`src/rtl/smb_host_pkg.sv`:
```
package smb_host_pkg;

    localparam int unsigned BYTE_W = 8;

    // register offsets; software drivers decode these
    localparam int unsigned OFF_STATUS = 0;
    localparam int unsigned OFF_CTRL   = 2;
    localparam int unsigned OFF_CMD    = 3;
    localparam int unsigned OFF_ADDR   = 4;
    localparam int unsigned OFF_DATA0  = 5;
    localparam int unsigned OFF_DATA1  = 6;
    localparam int unsigned OFF_BLOCK  = 7;
    localparam int unsigned OFF_AUX    = 13;

    // status bit positions
    localparam int unsigned ST_BUSY  = 0;
    localparam int unsigned ST_INTR  = 1;
    localparam int unsigned ST_DEV   = 2;
    localparam int unsigned ST_COLL  = 3;
    localparam int unsigned ST_FAIL  = 4;
    localparam int unsigned ST_BDONE = 7;

    // control bit positions
    localparam int unsigned CT_KIND_LO = 2;
    localparam int unsigned CT_KIND_HI = 4;
    localparam int unsigned CT_LAST    = 5;
    localparam int unsigned CT_START   = 6;

    // sticky event flags held in the flag bank (index order)
    localparam int unsigned FL_INTR  = 0;
    localparam int unsigned FL_DEV   = 1;
    localparam int unsigned FL_COLL  = 2;
    localparam int unsigned FL_FAIL  = 3;
    localparam int unsigned FL_BDONE = 4;
    localparam int unsigned NFLAG    = 5;

    typedef enum logic [1:0] {
        HS_IDLE,
        HS_LAUNCH,
        HS_RUN,
        HS_HOLD
    } host_state_e;

endpackage

```
`src/rtl/smb_host_fsm.sv`:
```
module smb_host_fsm
    import smb_host_pkg::*;
(
    input  logic clk,
    input  logic rst_n,
    input  logic start_req,
    input  logic end_evt,
    input  logic byte_evt,
    input  logic byte_ack,
    output logic busy,
    output logic start_pulse,
    output logic hold
);

    host_state_e state_q;
    host_state_e state_d;

    always_ff @(posedge clk) begin
        if (!rst_n) begin
            state_q <= HS_IDLE;
        end else begin
            state_q <= state_d;
        end
    end

    always_comb begin
        state_d     = state_q;
        busy        = 1'b1;
        start_pulse = 1'b0;
        hold        = 1'b0;
        unique case (state_q)
            HS_IDLE: begin
                busy = 1'b0;
                if (start_req) begin
                    state_d = HS_LAUNCH;
                end
            end
            HS_LAUNCH: begin
                start_pulse = 1'b1;
                if (end_evt) begin
                    state_d = HS_IDLE;
                end else if (byte_evt) begin
                    state_d = HS_HOLD;
                end else begin
                    state_d = HS_RUN;
                end
            end
            HS_RUN: begin
                if (end_evt) begin
                    state_d = HS_IDLE;
                end else if (byte_evt) begin
                    state_d = HS_HOLD;
                end
            end
            HS_HOLD: begin
                hold = 1'b1;
                if (end_evt) begin
                    state_d = HS_IDLE;
                end else if (byte_ack) begin
                    state_d = HS_RUN;
                end
            end
            default: begin
                state_d = HS_IDLE;
            end
        endcase
    end

endmodule

```
`src/rtl/smb_flag_bank.sv`:
```
module smb_flag_bank #(
    parameter int unsigned N = 5
) (
    input  logic         clk,
    input  logic         rst_n,
    input  logic [N-1:0] set_i,
    input  logic [N-1:0] clr_i,
    output logic [N-1:0] flag_o
);

    for (genvar i = 0; i < N; i++) begin : g_flag
        logic q;
        always_ff @(posedge clk) begin
            if (!rst_n) begin
                q <= 1'b0;
            end else if (set_i[i]) begin
                q <= 1'b1;          // a new event wins over a clear
            end else if (clr_i[i]) begin
                q <= 1'b0;
            end
        end
        assign flag_o[i] = q;
    end

endmodule

```
`src/rtl/smb_reg_file.sv`:
```
module smb_reg_file
    import smb_host_pkg::*;
(
    input  logic              clk,
    input  logic              rst_n,
    input  logic              ctrl_we,
    input  logic              cmd_we,
    input  logic              addr_we,
    input  logic              d0_we,
    input  logic              d1_we,
    input  logic              blk_we,
    input  logic              aux_we,
    input  logic [BYTE_W-1:0] wdata,
    input  logic              rx_d0_we,
    input  logic              rx_d1_we,
    input  logic              rx_blk_we,
    input  logic [BYTE_W-1:0] rx_byte,
    output logic [2:0]        kind_o,
    output logic              last_o,
    output logic [BYTE_W-1:0] cmd_o,
    output logic [BYTE_W-1:0] addr_o,
    output logic [BYTE_W-1:0] d0_o,
    output logic [BYTE_W-1:0] d1_o,
    output logic [BYTE_W-1:0] blk_o,
    output logic              aux_o
);

    always_ff @(posedge clk) begin
        if (!rst_n) begin
            kind_o <= '0;
            last_o <= 1'b0;
            cmd_o  <= '0;
            addr_o <= '0;
            aux_o  <= 1'b0;
        end else begin
            if (ctrl_we) begin
                kind_o <= wdata[CT_KIND_HI:CT_KIND_LO];
                last_o <= wdata[CT_LAST];
            end
            if (cmd_we)  cmd_o  <= wdata;
            if (addr_we) addr_o <= wdata;
            if (aux_we)  aux_o  <= wdata[0];
        end
    end

    // data registers shared with the engine; engine loads take priority
    always_ff @(posedge clk) begin
        if (!rst_n) begin
            d0_o  <= '0;
            d1_o  <= '0;
            blk_o <= '0;
        end else begin
            if (rx_d0_we)      d0_o <= rx_byte;
            else if (d0_we)    d0_o <= wdata;
            if (rx_d1_we)      d1_o <= rx_byte;
            else if (d1_we)    d1_o <= wdata;
            if (rx_blk_we)     blk_o <= rx_byte;
            else if (blk_we)   blk_o <= wdata;
        end
    end

endmodule

```
`src/rtl/smb_host_regs.sv`:
```
module smb_host_regs
    import smb_host_pkg::*;
#(
    parameter int unsigned ADDR_W    = 4,
    parameter int unsigned MAX_BLOCK = 32,
    parameter int unsigned CNT_W     = $clog2(MAX_BLOCK + 1)
) (
    input  logic              clk,
    input  logic              rst_n,
    input  logic              reg_wr,
    input  logic [ADDR_W-1:0] reg_addr,
    input  logic [7:0]        reg_wdata,
    output logic [7:0]        reg_rdata,
    output logic              eng_start,
    output logic [2:0]        eng_kind,
    output logic              eng_last,
    output logic              eng_pec,
    output logic [6:0]        eng_slave,
    output logic              eng_read,
    output logic [7:0]        eng_cmd,
    output logic [7:0]        eng_data0,
    output logic [7:0]        eng_data1,
    output logic [CNT_W-1:0]  eng_count,
    output logic [7:0]        eng_blk,
    output logic              eng_hold,
    input  logic              eng_done,
    input  logic              eng_dev_err,
    input  logic              eng_coll,
    input  logic              eng_failed,
    input  logic              eng_byte_done,
    input  logic [7:0]        eng_rx_byte,
    input  logic              eng_rx_d0_we,
    input  logic              eng_rx_d1_we,
    input  logic              eng_rx_blk_we
);

    localparam logic [ADDR_W-1:0] A_STATUS = ADDR_W'(OFF_STATUS);
    localparam logic [ADDR_W-1:0] A_CTRL   = ADDR_W'(OFF_CTRL);
    localparam logic [ADDR_W-1:0] A_CMD    = ADDR_W'(OFF_CMD);
    localparam logic [ADDR_W-1:0] A_ADDR   = ADDR_W'(OFF_ADDR);
    localparam logic [ADDR_W-1:0] A_DATA0  = ADDR_W'(OFF_DATA0);
    localparam logic [ADDR_W-1:0] A_DATA1  = ADDR_W'(OFF_DATA1);
    localparam logic [ADDR_W-1:0] A_BLOCK  = ADDR_W'(OFF_BLOCK);
    localparam logic [ADDR_W-1:0] A_AUX    = ADDR_W'(OFF_AUX);
    localparam logic [7:0]        CNT_MAX8 = 8'(MAX_BLOCK);

    logic             busy_w;
    logic             st_we;
    logic             ctrl_hit;
    logic             ctrl_start_wr;
    logic             ctrl_we;
    logic             byte_ack;
    logic             end_evt;
    logic [NFLAG-1:0] flag_set;
    logic [NFLAG-1:0] flag_clr;
    logic [NFLAG-1:0] flags;
    logic             bd_flag;
    logic [2:0]       kind_q;
    logic             last_q;
    logic [7:0]       addr_q;
    logic             aux_q;
    logic [7:0]       status_rd;
    logic [7:0]       ctrl_rd;

    // bus write decode
    assign st_we         = reg_wr && (reg_addr == A_STATUS);
    assign ctrl_hit      = reg_wr && (reg_addr == A_CTRL);
    assign ctrl_start_wr = ctrl_hit && reg_wdata[CT_START];
    assign ctrl_we       = ctrl_hit && !(reg_wdata[CT_START] && busy_w);
    assign byte_ack      = st_we && reg_wdata[ST_BDONE];
    assign end_evt       = eng_done || eng_dev_err || eng_coll || eng_failed;

    smb_host_fsm u_fsm (
        .clk        (clk),
        .rst_n      (rst_n),
        .start_req  (ctrl_start_wr),
        .end_evt    (end_evt),
        .byte_evt   (eng_byte_done),
        .byte_ack   (byte_ack),
        .busy       (busy_w),
        .start_pulse(eng_start),
        .hold       (eng_hold)
    );

    always_comb begin
        flag_set           = '0;
        flag_set[FL_INTR]  = eng_done;
        flag_set[FL_DEV]   = eng_dev_err;
        flag_set[FL_COLL]  = eng_coll;
        flag_set[FL_FAIL]  = eng_failed;
        flag_set[FL_BDONE] = eng_byte_done;
        flag_clr           = '0;
        flag_clr[FL_INTR]  = st_we && reg_wdata[ST_INTR];
        flag_clr[FL_DEV]   = st_we && reg_wdata[ST_DEV];
        flag_clr[FL_COLL]  = st_we && reg_wdata[ST_COLL];
        flag_clr[FL_FAIL]  = st_we && reg_wdata[ST_FAIL];
        flag_clr[FL_BDONE] = byte_ack;
    end

    smb_flag_bank #(.N(NFLAG)) u_flags (
        .clk   (clk),
        .rst_n (rst_n),
        .set_i (flag_set),
        .clr_i (flag_clr),
        .flag_o(flags)
    );

    assign bd_flag = flags[FL_BDONE];

    smb_reg_file u_regs (
        .clk      (clk),
        .rst_n    (rst_n),
        .ctrl_we  (ctrl_we),
        .cmd_we   (reg_wr && (reg_addr == A_CMD)),
        .addr_we  (reg_wr && (reg_addr == A_ADDR)),
        .d0_we    (reg_wr && (reg_addr == A_DATA0)),
        .d1_we    (reg_wr && (reg_addr == A_DATA1)),
        .blk_we   (reg_wr && (reg_addr == A_BLOCK)),
        .aux_we   (reg_wr && (reg_addr == A_AUX)),
        .wdata    (reg_wdata),
        .rx_d0_we (eng_rx_d0_we),
        .rx_d1_we (eng_rx_d1_we),
        .rx_blk_we(eng_rx_blk_we),
        .rx_byte  (eng_rx_byte),
        .kind_o   (kind_q),
        .last_o   (last_q),
        .cmd_o    (eng_cmd),
        .addr_o   (addr_q),
        .d0_o     (eng_data0),
        .d1_o     (eng_data1),
        .blk_o    (eng_blk),
        .aux_o    (aux_q)
    );

    // engine-facing fields
    assign eng_kind  = kind_q;
    assign eng_last  = last_q;
    assign eng_pec   = aux_q;
    assign eng_slave = addr_q[7:1];
    assign eng_read  = addr_q[0];

    // block byte count limited to 1..MAX_BLOCK
    always_comb begin
        if (eng_data0 == 8'd0) begin
            eng_count = CNT_W'(1);
        end else if (eng_data0 > CNT_MAX8) begin
            eng_count = CNT_W'(MAX_BLOCK);
        end else begin
            eng_count = CNT_W'(eng_data0);
        end
    end

    // read-back assembly
    always_comb begin
        status_rd           = '0;
        status_rd[ST_BUSY]  = busy_w;
        status_rd[ST_INTR]  = flags[FL_INTR];
        status_rd[ST_DEV]   = flags[FL_DEV];
        status_rd[ST_COLL]  = flags[FL_COLL];
        status_rd[ST_FAIL]  = flags[FL_FAIL];
        status_rd[ST_BDONE] = flags[FL_BDONE];
        ctrl_rd                        = '0;
        ctrl_rd[CT_KIND_HI:CT_KIND_LO] = kind_q;
        ctrl_rd[CT_LAST]               = last_q;
    end

    always_comb begin
        case (reg_addr)
            A_STATUS: reg_rdata = status_rd;
            A_CTRL:   reg_rdata = ctrl_rd;
            A_CMD:    reg_rdata = eng_cmd;
            A_ADDR:   reg_rdata = addr_q;
            A_DATA0:  reg_rdata = eng_data0;
            A_DATA1:  reg_rdata = eng_data1;
            A_BLOCK:  reg_rdata = eng_blk;
            A_AUX:    reg_rdata = {7'd0, aux_q};
            default:  reg_rdata = '0;
        endcase
    end

endmodule

```
`config.mk`:
```
export PLATFORM = sky130hd
export DESIGN_NAME = smb_host_regs
export DESIGN_NICKNAME = d
export VERILOG_FILES = /design/src/rtl/smb_host_pkg.sv /design/src/rtl/smb_host_fsm.sv /design/src/rtl/smb_flag_bank.sv /design/src/rtl/smb_reg_file.sv /design/src/rtl/smb_host_regs.sv
export SDC_FILE = /design/constraint.sdc
export NUM_CORES = 1
export LEC_CHECK = 0
export ABC_AREA = 1
export CAP_MARGIN = 20
export CORE_ASPECT_RATIO = 1.4
export CORE_UTILIZATION = 51
export CTS_BUF_LIST = sky130_fd_sc_hd__clkbuf_8
export CTS_CLUSTER_DIAMETER = 30
export CTS_CLUSTER_SIZE = 8
export DETAILED_ROUTE_END_ITERATION = 8
export PLACE_DENSITY = 0.88
export SYNTH_ARGS = -nofsm -noshare
export SYNTH_HDL_FRONTEND = slang
export SYNTH_SLANG_ARGS = --single-unit
```
`constraint.sdc`:
```
create_clock -name clk -period 3.25 [get_ports clk]
set_input_delay 0.65 -clock clk [delete_from_list [all_inputs] [get_ports clk]]
set_output_delay 0.65 -clock clk [all_outputs]
set_load 0.02 [all_outputs]
```
==> results.tsv <==
metric	value	unit
status	finished clean	
yosysTopAreaCellShare	38.4	%
fp-row-count	31	
use_met3	4.64	%
rsz0062_at_grt	false	
start_util	52.5	%
syn2layout_area_growth	41.0	%
cts_buffers	5	
worstSetupPathType	in -> out	
first_iter_violations	287	
wl_per_cell	15.3	microns
cp-end-kind	primary output	
crit_chain	clkdlybuf4s50_1, nand2_4, nor3_4, buf_4, nand2_1, o21ai_0, a21oi_1, nand2_1, dlygate4sd2_1	
cp.arrival	2.41	ns
hold_violations	0	
slew_headroom	62.5	%
crit_top_cell	nand2_1	
grt.overflow.total	0	
cap_viol_max_count	0	
vias_per_cell	5.52	
ys_top_cells_by_count	nand2_1, o21ai_0, nor2_1	
grt.busiest_layer	met2	
min_to	u_regs.cmd_o[1]$_SDFFE_PN0P_	
postSynthAreaPerCell	6.72	sq um
synth_fp_nets	434	
pre_cts_ws	-0.0658	ns
cts_buffer_depth	2	
multi_input_area	0.00140	sq mm
slowest_delay	0.55	ns
cts_tree	built	
antenna_cells	0	
drc	0	
vdd_drop_max	0.265	mV
ys.flop_type	dfxtp_1	
dpl.hpwl	6.68	mm
die_area	0.00561	sq mm
die_w	63.6	microns
ant_nets	0	
htreeDepth	2	
io_buffers	91	
worst-r2r-setup-slack	2.00	ns
pin_count	92	
drt_first_pass_iters	5	
synth_area	0.00271	sq mm
cp_max_fo	5	
seq_area	0.00104	sq mm
ys_warn_count	0	
root_buffer	clkbuf_8	
path_clk_slew	0.09	ns
start_kind	input pin	
grt_pass1_vias	2934	
drive_above_1_share	9.58	%
grt_pass1_wl	13.9	mm
r2r_start	u_fsm.state_q[0]$_SDFFE_PN0P_	
post-synth-top-count-cell	nand2_1	
nFillCells	412	
gr-usage-all-layers	32.0	%
grt_start_max_net_pins	39	
cp_slowest_cell	clkdlybuf4s50_1	
timing.rr.end	u_regs.kind_o[1]$_SDFFE_PN0P_	
final.setup.tns	0	ns
synthCells	403	
reg2reg_depth	7	
core	0.00516	sq mm
clock_latency	0.30	ns
die_h	88.3	microns
place_congestion	0.911	
min_period_over_period	94.2	%
p_per_area	372	mW/mm^2
max_freq	327	MHz
p_leak	1.67	nW
synth_edf_count	0	
grt.met2_usage	54.9	%
crit_required	2.60	ns
slew_violations	0	
min_from	u_regs.cmd_o[1]$_SDFFE_PN0P_	
ys_seq_area_share	38.4	%
hp-class	reg -> reg	
fin_crit	3.06	ns
setup_violations	0	
via_count	3132	
ys_ff_latch	52	
async_flop_share	0	%
cts_sinks	52	
synthTopCellsByArea	dfxtp_1, o21ai_0, nand2_1	
grt_antenna_before_repair	0	
synth_top_area_cell	dfxtp_1	
use_met1	38.7	%
worst_slack	0.188	ns
worstMarginPinSlew	0.561	ns
postCtsHoldBufs	0	
finalClockSkew	0.00586	ns
nets	531	
hold_depth	2	
wl	8.67	mm
ys_types	30	
==> registers in the layout, indices dropped and copies added (netlist names) <==
signal,flops
u_regs.cmd_o,8
u_regs.addr_o,8
u_flags.g_flag.q,5
u_regs.kind_o,3
u_fsm.state_q,2
u_regs.aux_o,1
u_regs.last_o,1
u_regs.blk_o,8
u_regs.d0_o,8
u_regs.d1_o,8
==> worst max-delay path by stage <==
stage / cells after the start / slack [ns] / start / to
3_5_place_dp: 9 / -0.07 / reg_addr[0] / reg_rdata[2]
6_report: 9 / 0.19 / reg_addr[2] / reg_rdata[1]
3_3_place_gp: 9 / -0.04 / reg_addr[1] / reg_rdata[1]
4_1_cts: 8 / 0.01 / reg_addr[1] / reg_rdata[0]
2_1_floorplan: 3 / 1.16 / reg_addr[3] / reg_rdata[6]
5_1_grt: 9 / 0.05 / reg_addr[2] / reg_rdata[2]
==> repair_timing <==
action                                  in CTS  in global routing
gates resized for setup                      7                  3
pin swaps                                    0                  1
setup buffers                                0                  0
endpoints found under the setup margin       8                  3
==> cell families (layout without fill, tap and decap cells) <==
group           after synthesis  count (layout)  share of synthesized area, %
buf+inv                      65             163                          9.93
simple gates                165             165                          28.5
compound gates              121             121                          23.1
flops                        52              52                          38.4
==> placed cells by master, fill, tap and decap left out, types with 3 or more instances in the layout <==
cell	n
nand2_4	7
o21ai_1	10
o21ai_0	60
nand4_1	6
a31oi_1	9
nand3_1	8
buf_4	13
a21oi_1	37
nand2_1	75
dfxtp_1	52
clkbuf_8	6
o22ai_1	3
clkdlybuf4s50_1	82
nor2_1	52
dlymetal6s2s_1	3
nand2_2	6
dlygate4sd2_1	6
inv_1	43
inv_2	8
==> per-layer routing <==
layer / wire length [microns] / vias to the layer above
met5: 0 / -
li1: - / 1515
met2: 4280 / 173
met3: 635 / 33
met1: 3410 / 1411
met4: 340 / 0
==> metrics by stage <==
step / utilization [%] / instances / power, W / instance area, sq um / hold slack, ns
5_1_grt: 74.0 / 567 / 0.00148 / 3820 / 0.496
3_3_place_gp: 72.2 / 559 / 0.00104 / 3720 / 0.452
4_1_cts: 73.9 / 567 / 0.00142 / 3810 / 0.475
2_1_floorplan: - / 403 / 0.000875 / 2710 / 0.450
6_report: 74.0 / 567 / 0.00142 / 3820 / 0.474
3_5_place_dp: 72.2 / 559 / 0.00104 / 3720 / 0.461
==> layout make-up <==
class	instances	share of cell area [%]
Multi-Input combinational cell	286	36.7
Timing Repair Buffer	104	26.4
Tap cell	66	2.16
Clock buffer	6	2.16
Inverter	51	5.01
Sequential cell	52	27.3
Clock inverter	2	0.295
==> critical path: cells and delay by family <==
family | cells | cell delay (ns)
and+or+nand+nor | 4 | 0.54
buffers and inverters | 3 | 1.08
AOI/OAI and AO/OA | 2 | 0.13
==> where the power goes <==
part | switching [W] | internal (W)
Clock | 0.000215 | 0.000170
Sequential | 0.0000292 | 0.000670
Combinational | 0.000192 | 0.000144
Power figures use the tool's default switching activity.
